===== src/rtl/chsts_pkg.sv =====
package chsts_pkg;
    localparam int unsigned CS_BLOCK_BITS = 192;
    localparam int unsigned CS_WORD_W     = 32;
    localparam int unsigned CS_SEL_W      = 3;

    // one accepted subframe of the captured channel
    typedef struct packed {
        logic take;
        logic first;
        logic bit_v;
    } cs_evt_t;
endpackage


===== src/rtl/chsts_accept.sv =====
module chsts_accept
    import chsts_pkg::*;
(
    input  logic    sub_vld,
    input  logic    sub_is_b,
    input  logic    cs_bit,
    input  logic    blk_start,
    input  logic    chan_sel_b,
    output cs_evt_t evt
);
    always_comb begin
        evt.take  = sub_vld && (sub_is_b == chan_sel_b);
        evt.first = blk_start;
        evt.bit_v = cs_bit;
    end
endmodule


===== src/rtl/chsts_collect.sv =====
module chsts_collect
    import chsts_pkg::*;
#(
    parameter int unsigned BLOCK_BITS = CS_BLOCK_BITS,
    localparam int unsigned CNT_W     = $clog2(BLOCK_BITS)
)(
    input  logic                  clk,
    input  logic                  rst,
    input  cs_evt_t               evt,
    output logic [BLOCK_BITS-1:0] held,
    output logic [CNT_W-1:0]      idx,
    output logic                  commit
);
    localparam logic [CNT_W-1:0] LAST_IDX = CNT_W'(BLOCK_BITS - 1);

    typedef struct packed {
        logic [BLOCK_BITS-1:0] shift;
        logic [BLOCK_BITS-1:0] held;
        logic [CNT_W-1:0]      idx;    // 0 = idle, else next bit number
    } col_st_t;

    col_st_t st_d, st_q;
    logic    commit_d;

    always_comb begin
        st_d     = st_q;
        commit_d = 1'b0;
        if (evt.take) begin
            if (evt.first) begin
                st_d.shift = {evt.bit_v, st_q.shift[BLOCK_BITS-1:1]};
                st_d.idx   = CNT_W'(1);
            end else if (st_q.idx != '0) begin
                st_d.shift = {evt.bit_v, st_q.shift[BLOCK_BITS-1:1]};
                if (st_q.idx == LAST_IDX) begin
                    st_d.held = st_d.shift;
                    st_d.idx  = '0;
                    commit_d  = 1'b1;
                end else begin
                    st_d.idx = st_q.idx + 1'b1;
                end
            end
        end
    end

    always_ff @(posedge clk) begin
        if (rst) st_q <= '0;
        else     st_q <= st_d;
    end

    assign held   = st_q.held;
    assign idx    = st_q.idx;
    assign commit = commit_d;
endmodule


===== src/rtl/chsts_window.sv =====
module chsts_window
    import chsts_pkg::*;
#(
    parameter int unsigned BLOCK_BITS = CS_BLOCK_BITS,
    parameter int unsigned WORD_W     = CS_WORD_W,
    parameter int unsigned SEL_W      = CS_SEL_W,
    localparam int unsigned NUM_WORDS = BLOCK_BITS / WORD_W,
    localparam int unsigned NUM_SEL   = 1 << SEL_W
)(
    input  logic [BLOCK_BITS-1:0] held,
    input  logic [SEL_W-1:0]      word_sel,
    output logic [WORD_W-1:0]     rd_data
);
    logic [WORD_W-1:0] slot [NUM_SEL];

    for (genvar g = 0; g < NUM_SEL; g++) begin : g_slot
        if (g < NUM_WORDS) begin : g_live
            assign slot[g] = held[g*WORD_W +: WORD_W];
        end else begin : g_zero
            assign slot[g] = '0;
        end
    end

    assign rd_data = slot[word_sel];
endmodule


===== src/rtl/chsts_capture.sv =====
module chsts_capture
    import chsts_pkg::*;
#(
    parameter int unsigned BLOCK_BITS = CS_BLOCK_BITS,
    parameter int unsigned WORD_W     = CS_WORD_W,
    parameter int unsigned SEL_W      = CS_SEL_W,
    localparam int unsigned CNT_W     = $clog2(BLOCK_BITS)
)(
    input  logic              clk,
    input  logic              rst,
    input  logic              sub_vld,
    input  logic              sub_is_b,
    input  logic              cs_bit,
    input  logic              blk_start,
    input  logic              chan_sel_b,
    input  logic [SEL_W-1:0]  word_sel,
    output logic [WORD_W-1:0] rd_data
);
    cs_evt_t               evt;
    logic [BLOCK_BITS-1:0] held;
    logic [CNT_W-1:0]      idx_q;
    logic                  commit;

    chsts_accept u_accept (
        .sub_vld(sub_vld), .sub_is_b(sub_is_b), .cs_bit(cs_bit),
        .blk_start(blk_start), .chan_sel_b(chan_sel_b), .evt(evt)
    );

    chsts_collect #(.BLOCK_BITS(BLOCK_BITS)) u_collect (
        .clk(clk), .rst(rst), .evt(evt),
        .held(held), .idx(idx_q), .commit(commit)
    );

    chsts_window #(.BLOCK_BITS(BLOCK_BITS), .WORD_W(WORD_W), .SEL_W(SEL_W)) u_window (
        .held(held), .word_sel(word_sel), .rd_data(rd_data)
    );
endmodule


===== config.mk =====
export PLATFORM = sky130hd
export DESIGN_NAME = chsts_capture
export DESIGN_NICKNAME = d
export VERILOG_FILES = /design/src/rtl/chsts_pkg.sv /design/src/rtl/chsts_accept.sv /design/src/rtl/chsts_collect.sv /design/src/rtl/chsts_window.sv /design/src/rtl/chsts_capture.sv
export SDC_FILE = /design/constraint.sdc
export NUM_CORES = 1
export LEC_CHECK = 0
export BUFFER_PORTS_ARGS = -buffer_cell sky130_fd_sc_hd__buf_2
export CAP_MARGIN = 10
export CORE_UTILIZATION = 35
export DETAILED_ROUTE_END_ITERATION = 10
export REMOVE_ABC_BUFFERS = 1
export SLEW_MARGIN = 25
export SYNTH_ARGS = -nofsm -noshare
export SYNTH_HDL_FRONTEND = slang
export SYNTH_HIERARCHICAL = 1
export SYNTH_SLANG_ARGS = --single-unit

===== constraint.sdc =====
create_clock -name clk -period 2.8 [get_ports clk]
set_input_delay 0 -clock clk [delete_from_list [all_inputs] [get_ports clk]]
set_output_delay 0 -clock clk [all_outputs]
set_load 0.05 [all_outputs]

==> flow_metrics.py <==
metrics = {
    "status": {
        "outcome": "finished, violations left",
        "violations": "design-rule violations",
    },
    "finish": {
        "utilization": 0.3699,
        "nets": 1883,
        "n_antenna_cell": 0,
        "stdcell_count": 2502,
        "nFillCells": 4825,
        "area_growth_syn_to_layout_pct": 3.745,
        "drive_above_1_share": 0.1008,
    },
    "clock_network": {
        "h-tree-depth": 2,
        "post-cts-setup-buffers": 0,
        "clk_latency_ns": 0.54,
        "cts_resized": 0,
        "holdBufCountCts": 2,
        "cts_buffers": 41,
        "clk_path_buf_depth": 3,
        "clock_sinks": 391,
        "path_clk_slew_ns": 0.06,
        "cts_root_buffer": "clkbuf_16",
        "cts_tree": "yes",
    },
    "global_route": {
        "grt_usage": 0.1445,
        "grt_max_degree": 153,
        "grt_pass1_wl_mm": 58.15,
        "antenna_found_initial": 0,
        "grt_pass1_vias": 11600,
        "overflow": 0,
    },
    "die": {
        "die_area_mm2": 0.04860,
        "core_area_mm2": 0.04685,
        "die_x_um": 220.5,
        "rows": 79,
        "die_y_um": 220.5,
        "io_pins": 42,
        "floorplan.initialDensity": 0.3565,
    },
    "worst_setup_path": {
        "critPathSlowestCell": "or4b_1",
        "path_max_fanout": 52,
        "crit_chain": "inv_1, ha_1, or4b_1, o31ai_4, buf_12, buf_12, nand2_1, a21oi_1",
        "critPathMaxStageDelay_ns": 0.52,
        "crit_type": "flop to flop",
        "r2r_setup_slack_ns": 0.43,
        "cp-start-kind": "flop",
        "reg2regPathDepth": 8,
        "crit_path_frequent_cell": "buf_12",
        "worstReg2RegEnd": "u_collect/st_q[285]",
        "arrival_ns": 2.82,
        "critPathCaptureType": "flop",
        "r2r_start": "u_collect/idx[0]",
        "cp.required_ns": 3.25,
    },
    "synthesis": {
        "yosysWarnings": 6,
        "syn_avg_cell_area_um2": 7.946,
        "synth_area_mm2": 0.01670,
        "synthCells": 2102,
    },
    "sta": {
        "final.setup_skew_ns": 0.01254,
        "setup_ws_ns": 0.4327,
        "hold_violations": 0,
        "rsz0062_at_grt": "no",
        "slew_headroom": 0.3238,
        "fmax_mhz": 422.4,
        "worstMarginPinSlew_ns": 1.014,
        "setup_viol": 0,
        "fin_crit_ns": 2.367,
        "maxSlewViolCount": 0,
        "fin_crit_sh": 0.8455,
    },
    "routing": {
        "viasPerCell": 4.891,
        "wire_per_inst_um": 14.19,
        "antenna_left": 0,
        "firstDrtPassIters": 8,
        "vias": 12240,
        "drc": 1,
        "wirelength_mm": 35.51,
        "drt_iter0_markers": 912,
    },
    "place": {
        "dp_cells": 2433,
        "port_buffers": 41,
        "hpwl_mm": 19.94,
        "gp_congestion": 0.7337,
        "pre_cts_ws_ns": 0.4537,
    },
    "min_path": {
        "hold_path_depth": 3,
        "hp-class": "input pin to flop",
        "min_to": "u_collect/idx[4]",
        "hold_start": "sub_vld",
    },
    "power_and_ir_drop": {
        "leakage_nw": 5.682,
        "power_density_mw_per_mm2": 661.5,
        "ir_worst_vdd_mv": 0.3633,
    },
    "run": {
        "maxCapViolCount": 0,
    },
}
worst max-delay path: cells and delay by family (launching register included):
| kind | cells | cell delay (ns) |
|---|---|---|
| flip-flops | 1 | 0.34 |
| adder cells (fa/ha/maj) | 1 | 0.14 |
| AND/OR/NAND/NOR | 2 | 0.60 |
| buffers and inverters | 3 | 0.65 |
| AO/OA/AOI/OAI | 2 | 0.52 |
placed cells by master (no fill, tap or decap), types with 11 or more instances in the layout:
cell / instances
dfxtp_1: 391
o221ai_2: 18
buf_4: 15
clkbuf_16: 43
mux2_4: 18
mux2i_1: 64
mux2_2: 14
clkbuf_8: 11
nand2_1: 804
o221ai_1: 14
buf_12: 12
buf_2: 39
a21oi_1: 386
how the worst max path moves through the flow:
stage                           from             endpoint
CTS                 u_collect/idx[0]  u_collect/st_q[222]
global route        u_collect/idx[0]  u_collect/st_q[320]
finish              u_collect/idx[0]  u_collect/st_q[285]
detailed placement  u_collect/idx[0]  u_collect/st_q[285]
floorplan           u_collect/idx[0]    u_collect/held[0]
global placement    u_collect/idx[0]  u_collect/st_q[223]
report_power, final:
group	total (mW)	internal (mW)	switching, mW
logic	0.397	0.0877	0.309
registers	5.57	5.56	0.00203
clock network	5.50	3.34	2.16
stage by stage:
step	power (mW)	area (µm²)	hold slack, ns	TNS (ns)
floorplan	5.821	14590	0.06907	-1615.98
global placement	6.089	15940	0.2624	0
detailed placement	6.090	15940	0.2629	0
CTS	11.60	17330	0.02866	0
global route	11.85	17330	0.09328	0
finish	11.46	17330	0.03746	0
layer usage:
layer,GRT usage,part of all wire
met1,0.1899,0.47
met2,0.2448,0.47
met3,0.02254,0.037
met4,0.03908,0.019
met5,0,0
layout make-up:
type	instances	area, µm²	area share
Multi-Input combinational cell	1365	6771	0.3908
Tap cell	607	759.5	0.04383
Sequential cell	391	7828	0.4517
Inverter	3	16.27	0.0009386
Clock buffer	56	1235	0.07126
Timing Repair Buffer	69	583.1	0.03365
Clock inverter	11	136.4	0.007870
sequential cells by signal (all words and copies together) (netlist names):
register        flops
u_collect/held    192
u_collect/idx       8
u_collect/st_q    191
Power figures use the tool's default switching activity.
